`src/rtl/burst_pkg.sv`:
```
package burst_pkg;
  localparam int BEAT_W = 2;
  typedef logic [BEAT_W-1:0] beat_t;
  typedef enum logic {ORD_LINEAR = 1'b0, ORD_INTERLEAVE = 1'b1} order_e;

  function automatic beat_t beat_low(input beat_t start, input beat_t beat, input order_e ord);
    beat_t r;
    if (ord == ORD_INTERLEAVE) r = start ^ beat;
    else r = start + beat;
    return r;
  endfunction
endpackage

```
`src/rtl/burst_strobe_ctrl.sv`:
```
module burst_strobe_ctrl (
  input  logic cpu_start,
  input  logic chip_sel,
  input  logic ctl_start,
  input  logic advance,
  input  logic active,
  output logic load,
  output logic step
);
  always_comb begin
    load = ctl_start | (cpu_start & chip_sel);
    step = advance & active & ~load;
  end
endmodule

```
`src/rtl/burst_beat_ctr.sv`:
```
module burst_beat_ctr
  import burst_pkg::*;
(
  input  logic  clk,
  input  logic  rst,
  input  logic  load,
  input  logic  step,
  output beat_t beat_q,
  output logic  active_q
);
  always_ff @(posedge clk) begin
    if (rst) begin
      beat_q   <= '0;
      active_q <= 1'b0;
    end else if (load) begin
      beat_q   <= '0;
      active_q <= 1'b1;
    end else if (step) begin
      beat_q   <= beat_q + beat_t'(1);
    end
  end

  p_reset_clear_r1: assert property (@(posedge clk) rst |=> (beat_q == '0 && !active_q));
  p_idle_stays_r1: assert property (@(posedge clk) disable iff (rst)
    (!active_q && !load) |=> (!active_q && beat_q == '0));
  p_step_incr_r5: assert property (@(posedge clk) disable iff (rst)
    (step && !load) |=> (beat_q == beat_t'($past(beat_q) + beat_t'(1))));
  p_hold_r5: assert property (@(posedge clk) disable iff (rst)
    (!step && !load) |=> $stable(beat_q));
  p_start_wins_r9: assert property (@(posedge clk) disable iff (rst)
    load |=> (beat_q == '0 && active_q));
endmodule

```
`src/rtl/burst_addr_reg.sv`:
```
module burst_addr_reg
  import burst_pkg::*;
#(
  parameter int ADDR_W = 20
) (
  input  logic              clk,
  input  logic              rst,
  input  logic              load,
  input  logic [ADDR_W-1:0] ext_addr,
  input  logic              order_in,
  input  beat_t             beat,
  output logic [ADDR_W-1:0] cur_addr
);
  localparam int HI_W = ADDR_W - BEAT_W;

  logic [HI_W-1:0] hi_q;
  beat_t           lo_q;
  order_e          ord_q;

  always_ff @(posedge clk) begin
    if (rst) begin
      hi_q  <= '0;
      lo_q  <= '0;
      ord_q <= ORD_INTERLEAVE;
    end else if (load) begin
      hi_q  <= ext_addr[ADDR_W-1:BEAT_W];
      lo_q  <= ext_addr[BEAT_W-1:0];
      ord_q <= order_e'(order_in);
    end
  end

  always_comb cur_addr = {hi_q, beat_low(lo_q, beat, ord_q)};

  p_upper_hold_r8: assert property (@(posedge clk) disable iff (rst)
    !load |=> $stable(cur_addr[ADDR_W-1:BEAT_W]));
  p_capture_r2: assert property (@(posedge clk) disable iff (rst)
    load |=> (cur_addr == $past(ext_addr)));
endmodule

```
`src/rtl/burst_addr_gen.sv`:
```
module burst_addr_gen
  import burst_pkg::*;
#(
  parameter int ADDR_W = 20
) (
  input  logic              clk,
  input  logic              rst,
  input  logic [ADDR_W-1:0] ext_addr,
  input  logic              cpu_start,
  input  logic              chip_sel,
  input  logic              ctl_start,
  input  logic              advance,
  input  logic              order_ilv,
  output logic [ADDR_W-1:0] cur_addr,
  output logic [1:0]        beat_idx
);
  logic  load, step, active;
  beat_t beat;

  burst_strobe_ctrl u_ctrl (
    .cpu_start(cpu_start), .chip_sel(chip_sel), .ctl_start(ctl_start),
    .advance(advance), .active(active), .load(load), .step(step)
  );

  burst_beat_ctr u_ctr (
    .clk(clk), .rst(rst), .load(load), .step(step),
    .beat_q(beat), .active_q(active)
  );

  burst_addr_reg #(.ADDR_W(ADDR_W)) u_areg (
    .clk(clk), .rst(rst), .load(load), .ext_addr(ext_addr),
    .order_in(order_ilv), .beat(beat), .cur_addr(cur_addr)
  );

  assign beat_idx = beat;

  p_cpu_gated_r4: assert property (@(posedge clk) disable iff (rst)
    (cpu_start && !chip_sel && !ctl_start && !advance) |=> ($stable(cur_addr) && $stable(beat_idx)));
  p_cpu_load_r3: assert property (@(posedge clk) disable iff (rst)
    (cpu_start && chip_sel) |=> (beat_idx == 2'd0 && cur_addr == $past(ext_addr)));
endmodule

```
`config.mk`:
```
export PLATFORM = sky130hd
export DESIGN_NAME = burst_addr_gen
export DESIGN_NICKNAME = d
export VERILOG_FILES = /design/src/rtl/burst_pkg.sv /design/src/rtl/burst_strobe_ctrl.sv /design/src/rtl/burst_beat_ctr.sv /design/src/rtl/burst_addr_reg.sv /design/src/rtl/burst_addr_gen.sv
export SDC_FILE = /design/constraint.sdc
export NUM_CORES = 1
export LEC_CHECK = 0
export BUFFER_PORTS_ARGS = -buffer_cell sky130_fd_sc_hd__buf_2
export CAP_MARGIN = 25
export CORE_UTILIZATION = 49
export CTS_BUF_LIST = sky130_fd_sc_hd__clkbuf_4 sky130_fd_sc_hd__clkbuf_8
export CTS_CLUSTER_SIZE = 10
export DETAILED_ROUTE_END_ITERATION = 8
export PLACE_DENSITY = 0.92
export SLEW_MARGIN = 20
export SYNTH_ARGS = -nofsm -noshare
export SYNTH_HDL_FRONTEND = slang
export SYNTH_SLANG_ARGS = --single-unit
```
`constraint.sdc`:
```
create_clock -name clk -period 1.67 [get_ports clk]
set_clock_uncertainty 0.15 [all_clocks]
set_input_delay 0.334 -clock clk [delete_from_list [all_inputs] [get_ports clk]]
set_output_delay 0.334 -clock clk [all_outputs]
set_load 0.01 [all_outputs]
```
Word-level counts from Yosys, hierarchy flattened --
Index checks and enable logic that the tools add are counted.
Cells by class: mux-type cells 1, add/subtract/negate cells 2, reductions and logical operators 1, bitwise operators 6
Operator list (count):
- 1-bit bitwise AND | 3
- 2-bit by 1-bit adder with 2-bit output, second input constant | 1
- 2-bit adder | 1
- 2-bit two-way mux | 1
- 2-bit OR reduction | 1
- 2-bit bitwise XOR | 1
- 1-bit NOT | 1
- 1-bit bitwise OR | 1
Word-level totals: register bits after elaboration 24, input port bits 27, word-level logic and storage cells 15, output and inout bits 22

Depth between registers and ports, before layout --
Gate-level depths: netlist (run 1).
depth after elaboration 4, depth in mapped cells 4, gate-level depth less buffers 3

Hierarchy --
Synthesis (run 1) repeated with hierarchy kept, for this count alone.
Unflattened totals: cells, all modules 87, area total of the unflattened synthesis 932.1 um^2
By module, submodules not included:
- burst_addr_reg | instances 1, cells each 73, area an instance 804.5 um^2
- burst_beat_ctr | instances 1, cells each 11, area an instance 112.6 um^2
- burst_strobe_ctrl | instances 1, cells each 3, area an instance 15.0 um^2

Worst setup path after synthesis (run 1) --
No wires, ideal clock.
kind reg2out, start point register u_ctr.beat_q[0], end point output cur_addr[1], arrival time 0.900 ns, data required time 1.186 ns, path slack 0.286 ns, buffers on the path 0, cell stages (with the launch flop) 4, cell sequence dfxtp_1 > ha_1 > nor2b_1 > xnor2_1
Between the ends: word-level cells in the longest chain between the ends 2
RTL lines:
- start, declared | RTL line burst_beat_ctr.sv:8 | output beat_t beat_q,
- start signal, assigned | RTL line burst_beat_ctr.sv:19 | beat_q <= beat_q + beat_t'(1);
- 2-bit adder | RTL line burst_pkg.sv:9 | else r = start + beat;
- 2-bit two-way mux | RTL line burst_pkg.sv:8 | if (ord == ORD_INTERLEAVE) r = start ^ beat;
- end, declared | RTL line burst_addr_gen.sv:14 | output logic [ADDR_W-1:0] cur_addr,
No other way between the ends.

Worst setup path after layout (run 1) --
start point register u_areg.lo_q[0], end point output cur_addr[1]
Between the ends: word-level cells in the longest chain between the ends 2
RTL lines:
- start, declared | RTL line burst_addr_reg.sv:17 | beat_t lo_q;
- start signal, assigned | RTL line burst_addr_reg.sv:27 | lo_q <= ext_addr[BEAT_W-1:0];
- 2-bit adder | RTL line burst_pkg.sv:9
- 2-bit two-way mux | RTL line burst_pkg.sv:8
No other way between the ends.

==> metrics.md, run 1 <==
| Metric | Value |
|---|---|
| Outcome | `finished, violations left` |
| Failing checks | `setup timing` |
| Initial DRC count | `16` |
| Final setup margin | `-39.2 ps` |
| Antenna violations before repair | `0` |
| Vias per inst | `4.79` |
| CP Class | `reg2out` |
| Layout cells sized above 1 | `44.6%` |
| Synthesized area | `928 um^2` |
| Placed cell areas | `0.00116 mm^2` |
| Yosys reg bits | `24` |
| PortBufs | `48` |
| Row count | `15` |
| Family with the most delay on the worst path | `flip-flops` |
| Final min period | `1710 ps` |
| Static leakage | `0.611 nW` |
| Worst-skew pair later-pin latency | `300 ps` |
| Setup TNS | `-39.2 ps` |
| Drt wl/cell | `11.1 um` |
| Flop-to-flop setup slack | `620 ps` |
| Mean Syn Cell Area | `8.68 um^2` |
| Post-layout util | `72.0%` |
| GPL Wtd Cong | `0.670` |
| Die X-Extent | `45.5 um` |
| RSZ-0062 raised after global routing | `yes` |
| Max-cap violation count | `0` |
| Pwr dens | `960 mW/mm^2` |
| Hold_sp | `order_ilv` |
| Final Routed Wirelength | `2030 um` |
| Place WS | `233 ps` |
| Top Layer Used | `met4` |
| First-pass GRT wire length | `3150 um` |
| Largest net degree at the start of global routing | `25` |
| Slowest Stage Delay on Critical Path | `350 ps` |
| Antenna viol nets, final | `0` |
| Reg clk slew, reported paths | `120 ps` |
| Setup crit end kind | `output pin` |
| Core area | `0.00175 mm^2` |
| Met1 Wirelength | `860 um` |
| DR DRC count | `0` |
| CP bufs+invs | `1` |
| Reg2reg start | `u_ctr.beat_q[0]` |
| Die area | `0.00207 mm^2` |
| Fin area | `0.00126 mm^2` |
| Synth warnings | `0` |
| Clock Sink Count | `24` |
| Nets | `186` |
| CP Data Required Time | `1190 ps` |
| Initial Util | `53.2%` |
| Final Slew Violations | `0` |
| Endpoints failing setup | `1` |
| Slowest CP cell | `dfxtp_2` |
| Metal3 WL | `138 um` |
| Vias | `871` |
| Slew @ Worst Pin | `469 ps` |
| Register area share after synthesis | `51.8%` |
| Final period util | `102%` |
| Worst Hold Path Cells | `3` |
| Area Growth Syn to Fin | `35.3%` |
| Cells after synthesis | `107` |
| Crit-path max FO | `2` |
| Met2 wire length | `1020 um` |
| Hold worst-path end | `u_areg.ord_q` |
| Die Ht | `45.5 um` |
| Max Root-Sink Buffers | `2` |
| TritonCTS clock tree | `yes` |
| Syn nets | `135` |
| Distinct cells, synth | `16` |
| Worst hold-check path type | `in2reg` |
| GR Util All Layers | `20.9%` |
| Cell Count, Final, Fillers Out | `182` |
| Max rail drop VDD | `0.683 mV` |
| H-tree Lvls | `1` |
| Crit path launch type | `register` |
| Num CTS Buffers | `3` |
| Slew headroom | `68.7%` |
| Ant diodes | `0` |
| Max Fclk | `585 MHz` |
| Drt pass-1 iters | `4` |
| CTS root buffer | `clkbuf_4` |
| CTS Hold Bufs | `0` |
| Detail Placement HPWL | `1400 um` |
| Crit path cell chain | `ha_2, nor2b_4, xnor2_2, buf_2` |
| Grt ovf | `0` |
| Dpl cells | `176` |
| Data arrival, critical path | `1230 ps` |
| R2R cell count | `4` |
| Number of global-route vias before repair | `804` |
| Fin. Hold Viols | `0` |
| IO Pins | `49` |
| R2r endpoint | `u_ctr.beat_q[1]` |
[report_power, final]
group / total [mW] / switching, mW / internal (mW)
clock network: 0.406 / 0.164 / 0.242
logic: 0.174 / 0.0943 / 0.0794
registers: 0.626 / 0.0189 / 0.608
total: 1.21 / 0.277 / 0.929
[placed cells by master (no fill, tap or decap), drive strengths merged]
cell type,Yosys,layout
a21oi,21,21
xor2,2,2
buf,5,52
xnor2,2,2
bufinv,0,1
nor3,2,2
nand3b,1,1
nor2,2,2
nand3,1,1
nor2b,1,1
clkbuf,1,3
nand2,43,43
dfxtp,24,24
ha,1,1
a21o,1,1
[worst max-delay path by stage]
stage | end | slack [ps] | start | cells after the start
finish | cur_addr[1] | -40 | u_areg.lo_q[0] | 4
global route | cur_addr[1] | -100 | u_areg.lo_q[0] | 4
CTS | cur_addr[1] | -50 | u_ctr.beat_q[0] | 4
detailed placement | cur_addr[1] | 230 | u_ctr.beat_q[0] | 4
global placement | cur_addr[1] | 260 | u_ctr.beat_q[0] | 4
floorplan | cur_addr[1] | 290 | u_ctr.beat_q[0] | 3
[per-stage QoR]
| stage | hold WS, ps | power, mW |
|---|---|---|
| floorplan | 253 | 0.736 |
| finish | 88.1 | 1.21 |
| global route | 93.9 | 1.26 |
| global placement | 285 | 0.796 |
| detailed placement | 292 | 0.805 |
| CTS | 83.2 | 1.21 |
[cell families after synthesis]
group | synth area share (%)
AND/OR/NAND/NOR | 22.4
flip-flops | 51.8
AO/OA/AOI/OAI | 15.0
buffers and inverters | 5.79
XOR/XNOR | 3.77
adder cells (fa/ha/maj) | 1.35
[cell type report]
cell class | count | area (um^2)
clock inverters | 1 | 30.0
multi-input cells | 77 | 419
flip-flops and latches | 24 | 483
clock buffers | 3 | 22.5
repair buffers | 52 | 270
fillers | 159 | 489
well taps | 25 | 31.3
[sequential cells by signal, summed over array words and instances, names as in the netlist]
signal	cells
u_areg.hi_q	18
u_areg.lo_q	2
u_ctr.beat_q	2
u_areg.ord_q	1
u_ctr.active_q	1
[worst min-delay path, delay by kind of cell]
kind                   cells  cell delay, ps
buffers and inverters      1              80
and+or+nand+nor            2             110
[what timing repair did]
item	4_1_cts	5_1_grt
cloned	0	0
gates resized for setup	4	3
pin swaps	1	2
endpoints found under the setup margin	1	1
buffers inserted	1	1
[synthesized netlist by cell type (all sizes together)]
cell type  count  area, um^2
ha             1        12.5
buf            5        50.0
a21o           1        15.0
xnor2          2        17.5
clkbuf         1        3.75
nor2           2        7.51
dfxtp         24         480
nand3b         1        7.51
nand3          1        5.00
nand2         43         161
xor2           2        17.5
a21oi         21         124
nor3           2        20.0
nor2b          1        6.26
[layer usage]
| layer | up-vias | global-route usage [%] |
|---|---|---|
| li1 | 442 | - |
| met1 | 387 | 24.8 |
| met2 | 40 | 36.9 |
| met3 | 2 | 3.97 |
| met4 | 0 | 7.88 |
| met5 | - | 0 |
Note: power is estimated with default switching activity, not from simulation.
==> inputs of run 2 (changes only) <==
--- a/config.mk
+++ b/config.mk
@@ -7,11 +7,13 @@
 export LEC_CHECK = 0
 export BUFFER_PORTS_ARGS = -buffer_cell sky130_fd_sc_hd__buf_2
 export CAP_MARGIN = 25
-export CORE_UTILIZATION = 49
+export CELL_PAD_IN_SITES_DETAIL_PLACEMENT = 0
+export CELL_PAD_IN_SITES_GLOBAL_PLACEMENT = 2
+export CORE_UTILIZATION = 26
 export CTS_BUF_LIST = sky130_fd_sc_hd__clkbuf_4 sky130_fd_sc_hd__clkbuf_8
 export CTS_CLUSTER_SIZE = 10
 export DETAILED_ROUTE_END_ITERATION = 8
-export PLACE_DENSITY = 0.92
+export PLACE_DENSITY = 0.9
 export SLEW_MARGIN = 20
 export SYNTH_ARGS = -nofsm -noshare
 export SYNTH_HDL_FRONTEND = slang
==> metrics.md, run 2 (synthesized netlist as in run 1, its figures left out) <==
| Metric | Value |
|---|---|
| Slew headroom | `66.1% (-2.7 points)` |
| Metal3 WL | `134 um (-2.9%)` |
| Initial Util | `27.4% (-26 points)` |
| Final Routed Wirelength | `2110 um (+4.2%)` |
| IO Pins | `49 (unchanged)` |
| CP Class | `reg2out` |
| Vias | `845 (-3.0%)` |
| Max Fclk | `584 MHz (-0.25%)` |
| Max Root-Sink Buffers | `2 (unchanged)` |
| Outcome | `finished, violations left` |
| Clock Sink Count | `24 (unchanged)` |
| Largest Register | `u_areg.hi_q` |
| Worst-skew pair later-pin latency | `310 ps (about the same)` |
| Die area | `0.00381 mm^2 (+84%)` |
| Top Layer Used | `met4` |
| Drt wl/cell | `10.6 um (-5.2%)` |
| Top flop regs | `u_areg.hi_q x18, u_areg.lo_q x2, u_ctr.beat_q x2` |
| PortBufs | `48 (unchanged)` |
| Data arrival, critical path | `1230 ps (about the same)` |
| CTS root buffer | `clkbuf_4` |
| Antenna violations before repair | `0 (unchanged)` |
| Final min period | `1710 ps (+4.34 ps)` |
| Initial DRC count | `6 (-10)` |
| Final setup margin | `-43.6 ps (-4.34 ps)` |
| Cell Count, Final, Fillers Out | `200 (+9.9%)` |
| Grt ovf | `0 (unchanged)` |
| Die X-Extent | `61.8 um (+36%)` |
| CP bufs+invs | `1 (unchanged)` |
| Commonest cells after routing, fill and taps aside | `buf_2, nand2_1, dfxtp_1, a21oi_1, a21oi_2` |
| Met1 Wirelength | `933 um (+8.5%)` |
| Fillcell total | `364 (+130%)` |
| Detail Placement HPWL | `1460 um (+4.6%)` |
| FF/Latch Area | `483 um^2 (unchanged)` |
| Core area | `0.00339 mm^2 (+94%)` |
| Row count | `21 (+6)` |
| Die Ht | `61.8 um (+36%)` |
| Largest net degree at the start of global routing | `25 (unchanged)` |
| TritonCTS clock tree | `yes` |
| Max FFs per register | `18 (unchanged)` |
| CP Data Required Time | `1190 ps (about the same)` |
| Ant diodes | `0 (unchanged)` |
| Slew @ Worst Pin | `509 ps (+40.1 ps)` |
| GPL Wtd Cong | `0.759 (+13%)` |
| Max-cap violation count | `0 (unchanged)` |
| Met2 wire length | `1030 um (+1.5%)` |
| Area of the multi-input gates | `404 um^2 (-3.6%)` |
| Number of global-route vias before repair | `731 (-9.1%)` |
| CTS Hold Bufs | `0 (unchanged)` |
| Antenna viol nets, final | `0 (unchanged)` |
| Static leakage | `0.578 nW (-5.4%)` |
| Worst hold-check path type | `in2reg` |
| Final Slew Violations | `0 (unchanged)` |
| Reg clk slew, reported paths | `130 ps (about the same)` |
| Nets | `184 (-1.1%)` |
| Dpl cells | `196 (+11%)` |
| First-pass GRT wire length | `3240 um (+2.6%)` |
| Area Growth Syn to Fin | `31.7%` |
| Vias per inst | `4.23 (-12%)` |
| Final period util | `103% (+0.26 points)` |
| Fin. Hold Viols | `0 (unchanged)` |
| Setup crit end kind | `output pin` |
| Crit path launch type | `register` |
| Most common cell after layout, fill and taps aside | `buf_2` |
| Num CTS Buffers | `3 (unchanged)` |
| Flop-to-flop setup slack | `620 ps (about the same)` |
| Pwr dens | `851 mW/mm^2 (-11%)` |
| Crit-path max FO | `2 (unchanged)` |
| Max rail drop VDD | `0.237 mV (-65%)` |
| Failing checks | `setup timing` |
| Slowest CP cell | `dfxtp_2` |
| RSZ-0062 raised after global routing | `yes` |
| Layout cells sized above 1 | `42.2% (-2.4 points)` |
| H-tree Lvls | `1 (unchanged)` |
| Family with the most delay on the worst path | `flip-flops` |
| DR DRC count | `0 (unchanged)` |
| Slowest Stage Delay on Critical Path | `350 ps (about the same)` |
| Drt pass-1 iters | `2 (-2)` |
| Place WS | `246 ps (+12.4 ps)` |
| Crit path cell chain | `ha_2, nor2b_4, xnor2_1, buf_2` |
| GR Util All Layers | `11.9% (-9.0 points)` |
| Endpoints failing setup | `1 (unchanged)` |
## run 2: cell types whose count changed in the layout (fill, tap and decap cells not counted)
cell       previous run  this run
bufinv_16             1         0
xnor2_2               2         0
xnor2_1               0         2
buf_4                 4         2
## run 2: path summary, 6_finish.rpt
path,start,endpoint,cells past startpoint
max,u_ctr.beat_q[0],cur_addr[1],4
min reg2reg,u_areg.hi_q[11],u_areg.hi_q[11],2
min,order_ilv,u_areg.ord_q,3
max reg2reg,u_ctr.beat_q[0],u_ctr.beat_q[1],4
## run 2: final cells by class
type / instances / area share [%]
clock buffer: 3 / 1.84
tap: 46 / 4.71
sequential: 24 / 39.5
multi-input combinational: 77 / 33.1
timing repair buffer: 50 / 20.9
## run 2: stage by stage
step	setup TNS (ps)	area, um^2	utilization, %	total power, mW	hold slack (ps)
6_report	-43.6	1220	36.1	1.04	78.0
3_3_place_gp	0	1180	34.8	0.800	285
5_1_grt	-111	1220	36.1	1.11	53.7
4_1_cts	-53.2	1220	36.1	1.06	67.9
2_1_floorplan	0	928	-	0.736	253
3_5_place_dp	0	1180	34.8	0.805	295
## run 2: layer usage
metal	vias up	global-route usage (%)
li1	440	-
met1	373	13.9
met2	30	20.7
met3	2	2.48
met4	0	5.71
met5	-	0
## run 2: power by group
| part | switching (mW) | internal [mW] |
|---|---|---|
| sequential | 0.0175 | 0.607 |
| clock | 0.164 | 0.0842 |
| combinational | 0.0927 | 0.0741 |
| total | 0.274 | 0.766 |
## run 2: tightest hold or removal path: stages
cell,delay [ps]
buf_2,70
nand2_1,40
nand3b_1,70
## run 2: what timing repair did
item	in CTS	in global routing
pin swaps	1	1
gates resized for setup	5	0
setup buffers	1	0
setup endpoints to repair	1	1
==> inputs of run 3 (changes only) <==
--- a/config.mk
+++ b/config.mk
@@ -13,6 +13,7 @@
 export CTS_BUF_LIST = sky130_fd_sc_hd__clkbuf_4 sky130_fd_sc_hd__clkbuf_8
 export CTS_CLUSTER_SIZE = 10
 export DETAILED_ROUTE_END_ITERATION = 8
+export HOLD_SLACK_MARGIN = 0.12
 export PLACE_DENSITY = 0.9
 export SLEW_MARGIN = 20
 export SYNTH_ARGS = -nofsm -noshare
==> metrics.md, run 3 (synthesized netlist as in run 1, its figures left out) <==
| Metric | Value |
|---|---|
| GR Util All Layers | `12.6% (+0.74 points)` |
| Die Ht | `61.8 um (unchanged)` |
| Nets | `205 (+11%)` |
| Final min period | `1710 ps (-2.18 ps)` |
| Die X-Extent | `61.8 um (unchanged)` |
| Power share of the sequential group | `58.2% (-1.9 points)` |
| Number of global-route vias before repair | `808 (+11%)` |
| Max FFs per register | `18 (unchanged)` |
| Layout cells sized above 1 | `37.1% (-5.1 points)` |
| Hold_sp | `advance` |
| Clock Sink Count | `24 (unchanged)` |
| Placed cell areas | `0.00118 mm^2 (unchanged)` |
| Max-cap violation count | `0 (unchanged)` |
| Pwr dens | `750 mW/mm^2 (-12%)` |
| Top flop regs | `u_areg.hi_q x18, u_areg.lo_q x2, u_ctr.beat_q x2` |
| Dpl cells | `196 (unchanged)` |
| Num CTS Buffers | `3 (unchanged)` |
| Crit path cell chain | `ha_2, nor2b_4, xnor2_1, buf_2` |
| R2r endpoint | `u_ctr.beat_q[1]` |
| Reg2reg start | `u_ctr.beat_q[0]` |
| Ant diodes | `0 (unchanged)` |
| IO Pins | `49 (unchanged)` |
| Area Growth Syn to Fin | `54.3%` |
| CP Class | `reg2out` |
| Fin area | `0.00143 mm^2 (+17%)` |
| RSZ-0062 raised after global routing | `yes` |
| GPL Wtd Cong | `0.759 (unchanged)` |
| Max rail drop VDD | `0.237 mV (+0.28%)` |
| Final Slew Violations | `0 (unchanged)` |
| Initial Util | `27.4% (unchanged)` |
| Worst hold-check path type | `in2reg` |
| First-pass GRT wire length | `3460 um (+7.0%)` |
| Worst Hold Path Cells | `4 (+1)` |
| Fillcell total | `338 (-7.1%)` |
| Vias per inst | `4.23 (about the same)` |
| Core area | `0.00339 mm^2 (unchanged)` |
| Place WS | `246 ps (unchanged)` |
| Antenna viol nets, final | `0 (unchanged)` |
| Total power | `1.07 mW (+3.3%)` |
| Crit-path max FO | `2 (unchanged)` |
| H-tree Lvls | `1 (unchanged)` |
| Largest net degree at the start of global routing | `25 (unchanged)` |
| CTS root buffer | `clkbuf_4` |
| Endpoints failing setup | `1 (unchanged)` |
| Most common cell after layout, fill and taps aside | `buf_2` |
| Largest Register | `u_areg.hi_q` |
| Switching power total | `0.277 mW (+1.0%)` |
| Reg clk slew, reported paths | `130 ps (about the same)` |
| Hold worst-path end | `u_ctr.beat_q[0]` |
| Slew headroom | `66.0% (-0.094 points)` |
| Clk pwr share | `22.7% (-1.2 points)` |
| Grt ovf | `0 (unchanged)` |
| FF/Latch Area | `483 um^2 (unchanged)` |
| R2R cell count | `4 (unchanged)` |
| Final hold slack | `243 ps (+165 ps)` |
| Sw frac | `25.8% (-0.58 points)` |
| Slowest CP cell | `dfxtp_2` |
| Failing checks | `setup timing` |
| Drt wl/cell | `10.2 um (-3.1%)` |
| Final setup margin | `-41.4 ps (+2.18 ps)` |
| Comb power frac | `19.1% (+3.1 points)` |
| Final period util | `102% (-0.13 points)` |
| Flop-to-flop setup slack | `620 ps (about the same)` |
| Commonest cells after routing, fill and taps aside | `buf_2, nand2_1, dfxtp_1, dlygate4sd3_1, a21oi_1` |
| PortBufs | `48 (unchanged)` |
| Row count | `21 (unchanged)` |
| Worst-skew pair later-pin latency | `300 ps (about the same)` |
| Die area | `0.00381 mm^2 (unchanged)` |
| Detail Placement HPWL | `1460 um (unchanged)` |
| Antenna violations before repair | `0 (unchanged)` |
| DR DRC count | `0 (unchanged)` |
| Crit path launch type | `register` |
| Int Power | `0.798 mW (+4.2%)` |
| Initial DRC count | `7 (+1)` |
| Cell Count, Final, Fillers Out | `221 (+11%)` |
| Slew @ Worst Pin | `510 ps (+1.41 ps)` |
| Data arrival, critical path | `1230 ps (about the same)` |
| Max Root-Sink Buffers | `2 (unchanged)` |
| Outcome | `finished, violations left` |
| Final Routed Wirelength | `2260 um (+7.1%)` |
| Slowest Stage Delay on Critical Path | `340 ps (about the same)` |
| CP Data Required Time | `1190 ps (about the same)` |
| Area of the multi-input gates | `404 um^2 (unchanged)` |
| Vias | `934 (+11%)` |
| TritonCTS clock tree | `yes` |
| Static leakage | `0.665 nW (+15%)` |
| Setup crit end kind | `output pin` |
| Drt pass-1 iters | `4 (+2)` |
| Max Fclk | `584 MHz (+0.13%)` |
| Fin. Hold Viols | `0 (unchanged)` |
run 3: cell types whose count changed in the layout (fill, tap and decap cells not counted):
cell           change
dlygate4sd3_1     +21
run 3: critical path, delay by kind of cell, from the launching register on:
family                   cells  cell delay [ps]
buffers and inverters        1              150
flip-flops                   1              340
adder cells (fa/ha/maj)      1              170
XOR/XNOR                     1              140
AND/OR/NAND/NOR              1              120
run 3: worst max-delay path by stage:
stage	from	cells past startpoint	slack, ps	end
after detailed placement	u_ctr.beat_q[0]	4	250	cur_addr[1]
after floorplan	u_ctr.beat_q[0]	3	290	cur_addr[1]
after global placement	u_ctr.beat_q[0]	4	260	cur_addr[1]
after global routing	u_ctr.beat_q[0]	4	-110	cur_addr[1]
after CTS	u_ctr.beat_q[0]	4	-50	cur_addr[1]
final	u_ctr.beat_q[0]	4	-40	cur_addr[1]
run 3: final cells by class:
class                      instances  share of cell area, %
multi-input combinational         77                   28.2
sequential                        24                   33.7
clock buffer                       3                   1.57
tap                               46                   4.02
timing repair buffer              71                   32.5
run 3: what timing repair did:
item / CTS / global route
gates resized for setup: 5 / 0
hold endpoints to repair: 20 / 1
endpoints found under the setup margin: 1 / 1
setup buffers: 1 / 0
pin swaps: 1 / 1
hold buffers: 20 / 1
run 3: routing by layer:
layer  GRT usage, %  part of all wire, %
met5              0                    0
met4           5.71                 0.44
met3           2.07                  5.0
met2           23.0                   50
met1           14.4                   44
run 3: power by group through the flow:
stage | Combinational [mW] | Clock [mW] | Sequential [mW]
3_5_place_dp | 0.168 | 0 | 0.637
6_report | 0.205 | 0.244 | 0.625
3_3_place_gp | 0.164 | 0 | 0.635
2_1_floorplan | 0.0864 | 0 | 0.650
4_1_cts | 0.205 | 0.266 | 0.626
5_1_grt | 0.230 | 0.291 | 0.630
run 3: through the flow:
stage / setup TNS [ps] / utilization, %
floorplan: 0 / -
detailed placement: 0 / 34.8
CTS: -53.2 / 42.0
global placement: 0 / 34.8
global route: -111 / 42.3
finish: -41.4 / 42.3
